==> config.mk <==
export PLATFORM = sky130hd
export DESIGN_NAME = adc_frame_reader
export DESIGN_NICKNAME = d
export VERILOG_FILES = /design/src/rtl/adc_frame_pkg.sv /design/src/rtl/adc_sck_gen.sv /design/src/rtl/adc_frame_shift.sv /design/src/rtl/adc_frame_reader.sv
export SDC_FILE = /design/constraint.sdc
export NUM_CORES = 1
export LEC_CHECK = 0
export BUFFER_PORTS_ARGS = -buffer_cell sky130_fd_sc_hd__clkbuf_2
export CAP_MARGIN = 20
export CORE_MARGIN = 4
export CORE_UTILIZATION = 51
export DETAILED_ROUTE_END_ITERATION = 8
export PLACE_DENSITY = 0.71
export SETUP_SLACK_MARGIN = 0.15
export SYNTH_ARGS = -nofsm -noshare
export SYNTH_HDL_FRONTEND = slang
export SYNTH_HIERARCHICAL = 1
export SYNTH_SLANG_ARGS = --single-unit
==> constraint.sdc <==
create_clock -name clk -period 5.3 [get_ports clk]
set_input_delay 0.265 -clock clk [delete_from_list [all_inputs] [get_ports clk]]
set_output_delay 0.265 -clock clk [all_outputs]
set_load 0.05 [all_outputs]
==> src/rtl/adc_frame_pkg.sv <==
package adc_frame_pkg;

  localparam int FRAME_BITS = 32;
  localparam int RESULT_W   = 24;
  localparam int SUB_W      = 4;
  localparam int EOC_POS    = FRAME_BITS - 1;
  localparam int DUMMY_POS  = FRAME_BITS - 2;
  localparam int SIGN_POS   = FRAME_BITS - 3;
  localparam int RANGE_POS  = FRAME_BITS - 4;

  typedef enum logic [1:0] {
    ST_IDLE  = 2'd0,
    ST_POLL  = 2'd1,
    ST_SHIFT = 2'd2
  } rd_state_t;

  typedef enum logic [1:0] {
    RK_POS  = 2'b00,
    RK_OVER = 2'b01,
    RK_NEG  = 2'b10,
    RK_ZNEG = 2'b11
  } range_kind_t;

  // Sign and range flag pair mapped to a range class.
  function automatic logic [1:0] classify_range(input logic sgn, input logic exr);
    case ({sgn, exr})
      2'b11:   return RK_OVER;
      2'b10:   return RK_POS;
      2'b01:   return RK_NEG;
      default: return RK_ZNEG;
    endcase
  endfunction

  function automatic logic [RESULT_W-1:0] result_field(input logic [FRAME_BITS-1:0] f);
    return f[SUB_W +: RESULT_W];
  endfunction

  function automatic logic [SUB_W-1:0] sub_field(input logic [FRAME_BITS-1:0] f);
    return f[SUB_W-1:0];
  endfunction

endpackage

==> src/rtl/adc_sck_gen.sv <==
module adc_sck_gen #(
  parameter int DIV_W   = 8,
  parameter int MIN_DIV = 4
) (
  input  logic             clk,
  input  logic             rst,
  input  logic             run,
  input  logic [DIV_W-1:0] div,
  output logic             sck,
  output logic             rise_evt,
  output logic             fall_evt
);

  localparam logic [DIV_W-1:0] MIN_D = DIV_W'(MIN_DIV);

  function automatic logic [DIV_W-1:0] clamp_div(input logic [DIV_W-1:0] d);
    return (d < MIN_D) ? MIN_D : d;
  endfunction

  logic [DIV_W-1:0] eff_div;
  logic [DIV_W-1:0] low_len;
  logic [DIV_W-1:0] ph;

  assign eff_div  = clamp_div(div);
  assign low_len  = eff_div - (eff_div >> 1);
  assign rise_evt = run && (ph == low_len - 1'b1);
  assign fall_evt = run && (ph == eff_div - 1'b1);

  always_ff @(posedge clk) begin
    if (rst || !run) begin
      ph  <= '0;
      sck <= 1'b0;
    end else if (fall_evt) begin
      ph  <= '0;
      sck <= 1'b0;
    end else begin
      ph <= ph + 1'b1;
      if (rise_evt) sck <= 1'b1;
    end
  end

  // a rising edge only starts from the low phase, a falling edge from the high one
  assert_rise_from_low_R4: assert property (@(posedge clk) disable iff (rst)
    rise_evt |-> !sck);
  assert_fall_from_high_R4: assert property (@(posedge clk) disable iff (rst)
    fall_evt |-> sck);

endmodule

==> src/rtl/adc_frame_shift.sv <==
module adc_frame_shift #(
  parameter int FRAME_BITS = 32
) (
  input  logic                  clk,
  input  logic                  rst,
  input  logic                  clear,
  input  logic                  shift_en,
  input  logic                  din,
  output logic [FRAME_BITS-1:0] frame,
  output logic                  full
);

  localparam int CNT_W = $clog2(FRAME_BITS + 1);
  localparam logic [CNT_W-1:0] LAST = CNT_W'(FRAME_BITS);

  logic [CNT_W-1:0] bit_cnt;

  assign full = (bit_cnt == LAST);

  always_ff @(posedge clk) begin
    if (rst || clear) begin
      frame   <= '0;
      bit_cnt <= '0;
    end else if (shift_en) begin
      frame   <= {frame[FRAME_BITS-2:0], din};
      bit_cnt <= bit_cnt + 1'b1;
    end
  end

  // never more than one frame of shifts
  assert_no_overshift_R5: assert property (@(posedge clk) disable iff (rst)
    shift_en |-> !full);
  assert_cnt_bound_R5: assert property (@(posedge clk) disable iff (rst)
    bit_cnt <= LAST);

endmodule

==> src/rtl/adc_frame_reader.sv <==
module adc_frame_reader
  import adc_frame_pkg::*;
#(
  parameter int DIV_W          = 8,
  parameter int MIN_DIV        = 4,
  parameter int TIMEOUT_CYCLES = 1024
) (
  input  logic                clk,
  input  logic                rst,
  input  logic                start,
  input  logic [DIV_W-1:0]    sck_div,
  input  logic                sdo,
  output logic                cs_n,
  output logic                sck,
  output logic [RESULT_W-1:0] result,
  output logic [SUB_W-1:0]    sub_lsb,
  output logic                sign,
  output logic                ext_range,
  output logic [1:0]          range_kind,
  output logic                data_valid,
  output logic                frame_err,
  output logic                timeout_err
);

  localparam int TMO_W = $clog2(TIMEOUT_CYCLES + 1);
  localparam logic [TMO_W-1:0] TMO_LAST = TMO_W'(TIMEOUT_CYCLES - 1);

  rd_state_t              state;
  logic [TMO_W-1:0]       wait_cnt;
  logic [DIV_W-1:0]       div_q;
  logic [FRAME_BITS-1:0]  frame_q;
  logic                   frame_full;
  logic                   rise_evt;
  logic                   fall_evt;

  // Named internal events
  logic accept_start, eoc_seen, poll_expired, frame_done, dummy_bad;
  assign accept_start = (state == ST_IDLE) && start;
  assign eoc_seen     = (state == ST_POLL) && !sdo;
  assign poll_expired = (state == ST_POLL) && sdo && (wait_cnt == TMO_LAST);
  assign frame_done   = (state == ST_SHIFT) && fall_evt && frame_full;
  assign dummy_bad    = frame_q[DUMMY_POS];

  adc_sck_gen #(.DIV_W(DIV_W), .MIN_DIV(MIN_DIV)) u_sck (
    .clk      (clk),
    .rst      (rst),
    .run      (state == ST_SHIFT),
    .div      (div_q),
    .sck      (sck),
    .rise_evt (rise_evt),
    .fall_evt (fall_evt)
  );

  adc_frame_shift #(.FRAME_BITS(FRAME_BITS)) u_shift (
    .clk      (clk),
    .rst      (rst),
    .clear    (accept_start),
    .shift_en (rise_evt),
    .din      (sdo),
    .frame    (frame_q),
    .full     (frame_full)
  );

  always_ff @(posedge clk) begin
    if (rst) begin
      state       <= ST_IDLE;
      cs_n        <= 1'b1;
      wait_cnt    <= '0;
      div_q       <= '0;
      result      <= '0;
      sub_lsb     <= '0;
      sign        <= 1'b0;
      ext_range   <= 1'b0;
      range_kind  <= '0;
      data_valid  <= 1'b0;
      frame_err   <= 1'b0;
      timeout_err <= 1'b0;
    end else begin
      data_valid  <= 1'b0;
      frame_err   <= 1'b0;
      timeout_err <= 1'b0;
      unique case (state)
        ST_IDLE: if (accept_start) begin
          state    <= ST_POLL;
          cs_n     <= 1'b0;
          wait_cnt <= '0;
          div_q    <= sck_div;
        end
        ST_POLL: begin
          if (eoc_seen) begin
            state <= ST_SHIFT;
          end else if (poll_expired) begin
            state       <= ST_IDLE;
            cs_n        <= 1'b1;
            timeout_err <= 1'b1;
          end else begin
            wait_cnt <= wait_cnt + 1'b1;
          end
        end
        ST_SHIFT: if (frame_done) begin
          state <= ST_IDLE;
          cs_n  <= 1'b1;
          if (dummy_bad) begin
            frame_err <= 1'b1;
          end else begin
            data_valid <= 1'b1;
            result     <= result_field(frame_q);
            sub_lsb    <= sub_field(frame_q);
            sign       <= frame_q[SIGN_POS];
            ext_range  <= frame_q[RANGE_POS];
            range_kind <= classify_range(frame_q[SIGN_POS], frame_q[RANGE_POS]);
          end
        end
        default: state <= ST_IDLE;
      endcase
    end
  end

  // serial clock idles low with chip select high
  assert_sck_idle_R4: assert property (@(posedge clk) disable iff (rst)
    cs_n |-> !sck);
  // no clocking while the busy flag is polled
  assert_no_sck_poll_R2: assert property (@(posedge clk) disable iff (rst)
    (state == ST_POLL) |-> (!sck && !rise_evt));
  // the first captured bit is the end-of-conversion flag, which was low
  assert_eoc_low_R5: assert property (@(posedge clk) disable iff (rst)
    frame_done |-> !frame_q[EOC_POS]);
  // the strobe is a single clock and comes with chip select released
  assert_valid_pulse_R6: assert property (@(posedge clk) disable iff (rst)
    data_valid |=> !data_valid);
  assert_valid_cs_R6: assert property (@(posedge clk) disable iff (rst)
    data_valid |-> cs_n);
  // chip select only rises together with an outcome strobe
  assert_cs_rise_outcome_R6: assert property (@(posedge clk) disable iff (rst)
    $rose(cs_n) |-> (data_valid || frame_err || timeout_err));
  // a frame is either good or faulty, never both
  assert_err_exclusive_R8: assert property (@(posedge clk) disable iff (rst)
    !(data_valid && frame_err));
  // an aborted wait releases chip select
  assert_timeout_release_R3: assert property (@(posedge clk) disable iff (rst)
    timeout_err |-> (cs_n && !data_valid));

endmodule

== Word level (Yosys, flattened, before mapping) ==
Index checks and enable logic that the tools add are counted.

* Flip-flop bits (word level): 103
* Input bits: 12
* Output and inout bits: 37
* Logic and storage cells: 84

* Add/sub/neg operators: 6
* Order comparisons: 1
* Equality and inequality tests: 15
* Muxes and demuxes: 19
* Bitwise logic cells: 4
* Reduce and logical (&&, ||, !) cells: 23

{| class="wikitable"
|+ Operators by type and width
! kind !! count
|-
| $mux 11 || 3
|-
| $pmux 11 s2 || 1
|-
| $eq 8x8->1 || 2
|-
| $sub 8x1->8 const B || 2
|-
| $pmux 2 s3 || 2
|-
| $add 11x1->11 const B || 1
|-
| $eq 11x10->1 const B || 1
|-
| $add 8x1->8 const B || 1
|-
| $logic_and 1x1->1 || 8
|-
| $lt 8x3->1 const B || 1
|-
| $mux 2 || 4
|-
| $mux 8 || 1
|-
| $ne 2x2->1 const B || 4
|-
| $sub 8x7->8 || 1
|-
| $mux 1 || 7
|-
| $add 6x1->6 const B || 1
|-
| $eq 2x2->1 const B || 3
|-
| $eq 6x6->1 const B || 1
|-
| $reduce_and 3->1 || 2
|-
| $reduce_or 3->1 || 2
|-
| $reduce_and 5->1 || 1
|-
| $eq 2x1->1 const B || 2
|-
| $not 1->1 || 4
|-
| $reduce_and 4->1 || 1
|-
| other kinds (10) || 12
|}

== Logic depth before layout (Yosys ltp) ==
* Word-level depth: 9
* Gate-level depth with buffers: 19
* Mapped depth without buffers: 16

== Hierarchy ==
Netlist, hierarchy kept.

{| class="wikitable"
|+ By module, submodules not included
! module !! times used !! cells an instance !! area an instance (µm²) !! sequential area each (µm²)
|-
| adc_frame_reader || 1 || 289 || 2354.8 || 1141.1
|-
| adc_frame_shift || 1 || 134 || 1410.1 || 760.7
|-
| adc_sck_gen || 1 || 159 || 1273.7 || 180.2
|}

== Worst setup path before layout ==
OpenSTA, ideal clock, no wires.

* Path type: register to register
* Start: register div_q[6]
* End: register result[10]
* Library setup time: 0.132 ns
* Arrival: 3.644 ns
* Data required time: 5.168 ns
* Setup slack: 1.523 ns
* Cell stages (with the launch flop): 20
* Path buffers: 3
* Cell sequence: dfxtp_1 inv_1 ha_1 or3b_4 or2_1 clkbuf_2 nand2_1 ha_1 nand2_1 a21boi_0 xnor2_1 o2111ai_1 nor4b_4 and2_1 nand3_1 or2_2 clkbuf_1 clkbuf_1 nand2_1 a21oi_1

* Longest elaborated chain between the ends: 8

{| class="wikitable"
|+ RTL lines
! what !! line !! RTL
|-
| from (decl) || adc_frame_reader.sv:30 || <nowiki>logic [DIV_W-1:0] div_q;</nowiki>
|-
| from (signal assigned) || adc_frame_reader.sv:87 || <nowiki>div_q <= sck_div;</nowiki>
|-
| $lt 8x3->1 || adc_sck_gen.sv:17 || <nowiki>return (d < MIN_D) ? MIN_D : d;</nowiki>
|-
| $mux 8 (*) || adc_sck_gen.sv:17 ||
|-
| $sub 8x1->8 (*) || adc_sck_gen.sv:27 || <nowiki>assign fall_evt = run && (ph == eff_div - 1'b1);</nowiki>
|-
| $eq 8x8->1 (*) || adc_sck_gen.sv:27 ||
|-
| $logic_and 1x1->1 (*) || adc_sck_gen.sv:27 ||
|-
| named net fall_evt || adc_frame_reader.sv:34 || <nowiki>logic fall_evt;</nowiki>
|-
| $logic_and 1x1->1 (*) (2 in series) || adc_frame_reader.sv:41 || <nowiki>assign frame_done = (state == ST_SHIFT) && fall_evt && frame_full;</nowiki>
|-
| $reduce_and 3->1 (no source line) (*) || -- ||
|-
| to (signal assigned) || adc_frame_reader.sv:107 || <nowiki>result <= result_field(frame_q);</nowiki>
|-
| to (decl) || adc_frame_reader.sv:15 || <nowiki>output logic [RESULT_W-1:0] result,</nowiki>
|}

Mark *: on every way through the listed nets, which the timed path passes. The rest lies on a longest branch.
A chain may end at the register's enable or synchronous reset.

== Worst setup path in the final report ==
* Start: register div_q[6]
* End: register u_shift.frame[23]

* Longest elaborated chain between the ends: 6

{| class="wikitable"
|+ RTL lines
! what !! line !! RTL
|-
| $lt 8x3->1 || adc_sck_gen.sv:17 ||
|-
| $mux 8 (*) || adc_sck_gen.sv:17 ||
|-
| $sub 8x7->8 (*) || adc_sck_gen.sv:25 || <nowiki>assign low_len = eff_div - (eff_div >> 1);</nowiki>
|-
| $sub 8x1->8 (*) || adc_sck_gen.sv:26 || <nowiki>assign rise_evt = run && (ph == low_len - 1'b1);</nowiki>
|-
| $eq 8x8->1 (*) || adc_sck_gen.sv:26 ||
|-
| $logic_and 1x1->1 (*) || adc_sck_gen.sv:26 ||
|-
| named net rise_evt || adc_frame_reader.sv:33 || <nowiki>logic rise_evt;</nowiki>
|-
| to (signal assigned) || adc_frame_shift.sv:25 || <nowiki>frame <= {frame[FRAME_BITS-2:0], din};</nowiki>
|-
| to (decl) || adc_frame_shift.sv:9 || <nowiki>output logic [FRAME_BITS-1:0] frame,</nowiki>
|}

Marks and branches as above.

==> metrics.md <==
| Metric | Value |
|---|---|
| Result of the run | `finished, final reports clean` |
| CTS root buffer | `clkbuf_8` |
| Floorplan die height | `107 µm` |
| Transition time at the pin with the least slew margin | `0.701 ns` |
| Sequential cell area in the final layout | `2060 µm²` |
| DIE WIDTH | `107 µm` |
| DRC Markers | `0` |
| Number of global-route vias before repair | `3999` |
| Power density over cell area | `292 nW/µm²` |
| Area of the mapped netlist | `5000 µm²` |
| Total instance count after detailed placement | `730` |
| Global-route wire length before repair | `18.5 mm` |
| Depth of the worst register-to-register path | `15` |
| Clock network latency to the later pin of the worst-skew pair | `0.36 ns` |
| Met3 Wirelength | `433 µm` |
| Worst-case clock buffer depth | `2` |
| Count of endpoints failing setup in the final report | `0` |
| # IOs | `49` |
| CTS-repair resized insts | `0` |
| Final layout net count | `651` |
| Total power draw | `1.62 mW` |
| Initial antenna violation count | `0` |
| Total number of placement rows | `35` |
| Share of the clock period used by the worst path after layout | `0.862` |
| Total wire length after detailed routing | `10.5 mm` |
| Cts hold-fix bufs | `0` |
| Number of antenna repair diodes | `0` |
| Area taken by multi-input logic gates | `2720 µm²` |
| Worst voltage drop across the vdd grid | `0.188 mV` |
| Worst EP arrival | `4.79 ns` |
| Core Region | `9420 µm²` |
| Worst slew margin relative to its limit | `0.533` |
| Final Hold Violating Endpoints | `0` |
| Area enclosed by the die boundary | `11500 µm²` |
| HPWL after detailed placement | `7.40 mm` |
| Clock slew seen by the registers of the worst setup and hold paths | `0.10 ns` |
| Origin of the critical flop-to-flop path | `div_q[6]$_SDFFE_PP0P_` |
| Max Clock Skew | `0.0101 ns` |
| Highest Clock Rate | `219 MHz` |
| Total global routing overflow | `0` |
| Number of sinks on the clock net | `103` |
| Final antenna-violating net count | `0` |
| Synth-to-layout area growth | `11.0%` |
| R2R Path End | `u_shift/frame[23]$_SDFFE_PP0P_` |
| R2R setup slack | `0.73 ns` |
| Setup fix buffers added after clock tree synthesis | `0` |
| Endpoint required time on the critical path | `5.53 ns` |
| Mapped Avg Cell Area | `8.64 µm²` |
| Aggregate global-route resource usage | `0.194` |
| Ratio of cells with drive above 1 in the final layout | `0.141` |
| Kind of critical path | `reg -> reg` |
| Initial cell density of the core | `0.532` |
| Detailed-routing iteration count for the pre-antenna-repair pass | `4` |
| Maximum number of pins on one net before global-route repair | `56` |
| Number of DRC markers in iteration 0 | `187` |
| Minimum clock period after layout | `4.57 ns` |
| Met2 wire length | `5.02 mm` |
| TritonCTS clock tree | `done` |
| Total of buffers placed on input and output ports | `48` |
| Critical Path Fanout Max | `21` |
| Wire length per cell after detailed routing | `14.0 µm` |
| Hold/Removal Path Class | `in -> reg` |
| Capture endpoint of the worst hold path | `div_q[1]$_SDFFE_PP0P_` |
| Min-delay src | `sck_div[1]` |
| Unrepaired setup endpoints after global routing | `no` |
| Static leakage power | `2.06 nW` |
| H-Tree Depth | `3` |
| Topmost layer with routed signal wires | `met4` |
| Met1 Routed Length | `4.96 mm` |
| Filler Cells Inserted | `837` |
| # Max-Cap Violations | `0` |
| Number of buffers added by the clock tree synthesis step | `9` |
| Worst Hold Depth | `3` |
| Total negative slack for setup checks | `0 ns` |
| Category of the worst setup path launch point | `flop` |
| Vias | `4020` |
| Post-synthesis instance total | `579` |
| Total number of yosys warnings | `6` |
| Max-slew violations | `0` |
| Type of destination of the critical path | `flop` |
| Post-route non-filler standard cell count | `747` |
| RePlAce Congestion | `0.832` |
| Via/cell ratio | `5.38` |
| Mapped Nets | `617` |
-- state kept, by name (all words and copies together) (netlist names) --
register and cells:
timeout_err 1, wait_cnt 11, state 2, sub_lsb 4, result 24, ext_range 1, frame_err 1, u_shift/bit_cnt 6
div_q 8, sign 1, u_shift/frame 31, cs_n 1, range_kind 2, u_sck/ph 8, data_valid 1, u_sck/sck 1
-- power by group --
| part | total (mW) | switching (mW) | internal [mW] |
|---|---|---|---|
| registers | 0.794 | 0.0117 | 0.782 |
| logic | 0.258 | 0.152 | 0.106 |
| clock network | 0.570 | 0.282 | 0.288 |
-- layout by cell type, fill, tap and decap left out, types with 2 or more instances in the layout --
cell / instances
dfxtp_1: 103
nand2_1: 96
nor2_1: 51
a21oi_1: 48
clkbuf_2: 48
mux2i_1: 36
ha_1: 25
inv_1: 20
nand3_1: 16
a211oi_1: 15
xnor2_1: 15
xor2_1: 15
o21ai_0: 10
clkbuf_8: 10
or3_1: 9
nor3_1: 8
or2_2: 6
nand2b_1: 6
and3_1: 5
nor2b_1: 5
a31oi_1: 4
or4_1: 4
buf_4: 4
a21boi_0: 3
and2_1: 3
o31ai_1: 3
nor3b_1: 2
nand3b_1: 2
or3_2: 2
nor4_1: 2
o21bai_1: 2
bufinv_16: 2
inv_8: 2
nand4_1: 2
a211o_1: 2
-- final cells by class --
type                            instances  share of cell area
Multi-Input combinational cell        425               0.489
Sequential cell                       103               0.371
Timing Repair Buffer                   53              0.0536
Tap cell                              129              0.0291
Clock buffer                           10              0.0248
Clock inverter                          6              0.0180
Inverter                               21              0.0142
-- per-layer routing --
| layer | global-route usage | vias to the layer above |
|---|---|---|
| met5 | 0 | - |
| met3 | 0.0367 | 4 |
| met2 | 0.316 | 80 |
| met4 | 0.0502 | 0 |
| met1 | 0.263 | 1894 |
| li1 | - | 2042 |
-- critical path: stages, from the launching register on --
cell,delay (ns)
dfxtp_1,0.38
inv_1,0.08
ha_1,0.14
or3b_4,0.39
o21ai_0,0.40
inv_1,0.11
ha_1,0.24
fa_1,0.52
xnor2_1,0.11
and3_1,0.17
nand4_1,0.09
a2111oi_0,0.46
and3_2,0.58
buf_4,0.42
mux2i_1,0.26
nor2_1,0.06
-- metrics by stage --
step                       util  instance area (µm²)  setup slack (ns)  hold slack, ns
final                     0.590                 5560             0.734           0.124
after global routing      0.590                 5560             0.310           0.109
after CTS                 0.587                 5530             0.758           0.109
after detailed placement  0.562                 5290             0.821           0.440
after global placement    0.562                 5290             0.990           0.431
after floorplan               -                 5000              1.52           0.401
-- how the worst max path moves through the flow --
| stage | slack (ns) | cells past startpoint | endpoint | from |
|---|---|---|---|---|
| after floorplan | 1.52 | 19 | result[10]$_SDFFE_PP0P_ | div_q[6]$_SDFFE_PP0P_ |
| after global placement | 0.99 | 15 | u_shift/frame[7]$_SDFFE_PP0P_ | div_q[6]$_SDFFE_PP0P_ |
| after detailed placement | 0.82 | 15 | u_shift/frame[23]$_SDFFE_PP0P_ | div_q[6]$_SDFFE_PP0P_ |
| after CTS | 0.76 | 15 | u_shift/frame[23]$_SDFFE_PP0P_ | div_q[6]$_SDFFE_PP0P_ |
| after global routing | 0.31 | 15 | u_shift/frame[12]$_SDFFE_PP0P_ | div_q[7]$_SDFFE_PP0P_ |
| final | 0.73 | 15 | u_shift/frame[23]$_SDFFE_PP0P_ | div_q[6]$_SDFFE_PP0P_ |
(Power assumes the default switching activity.)
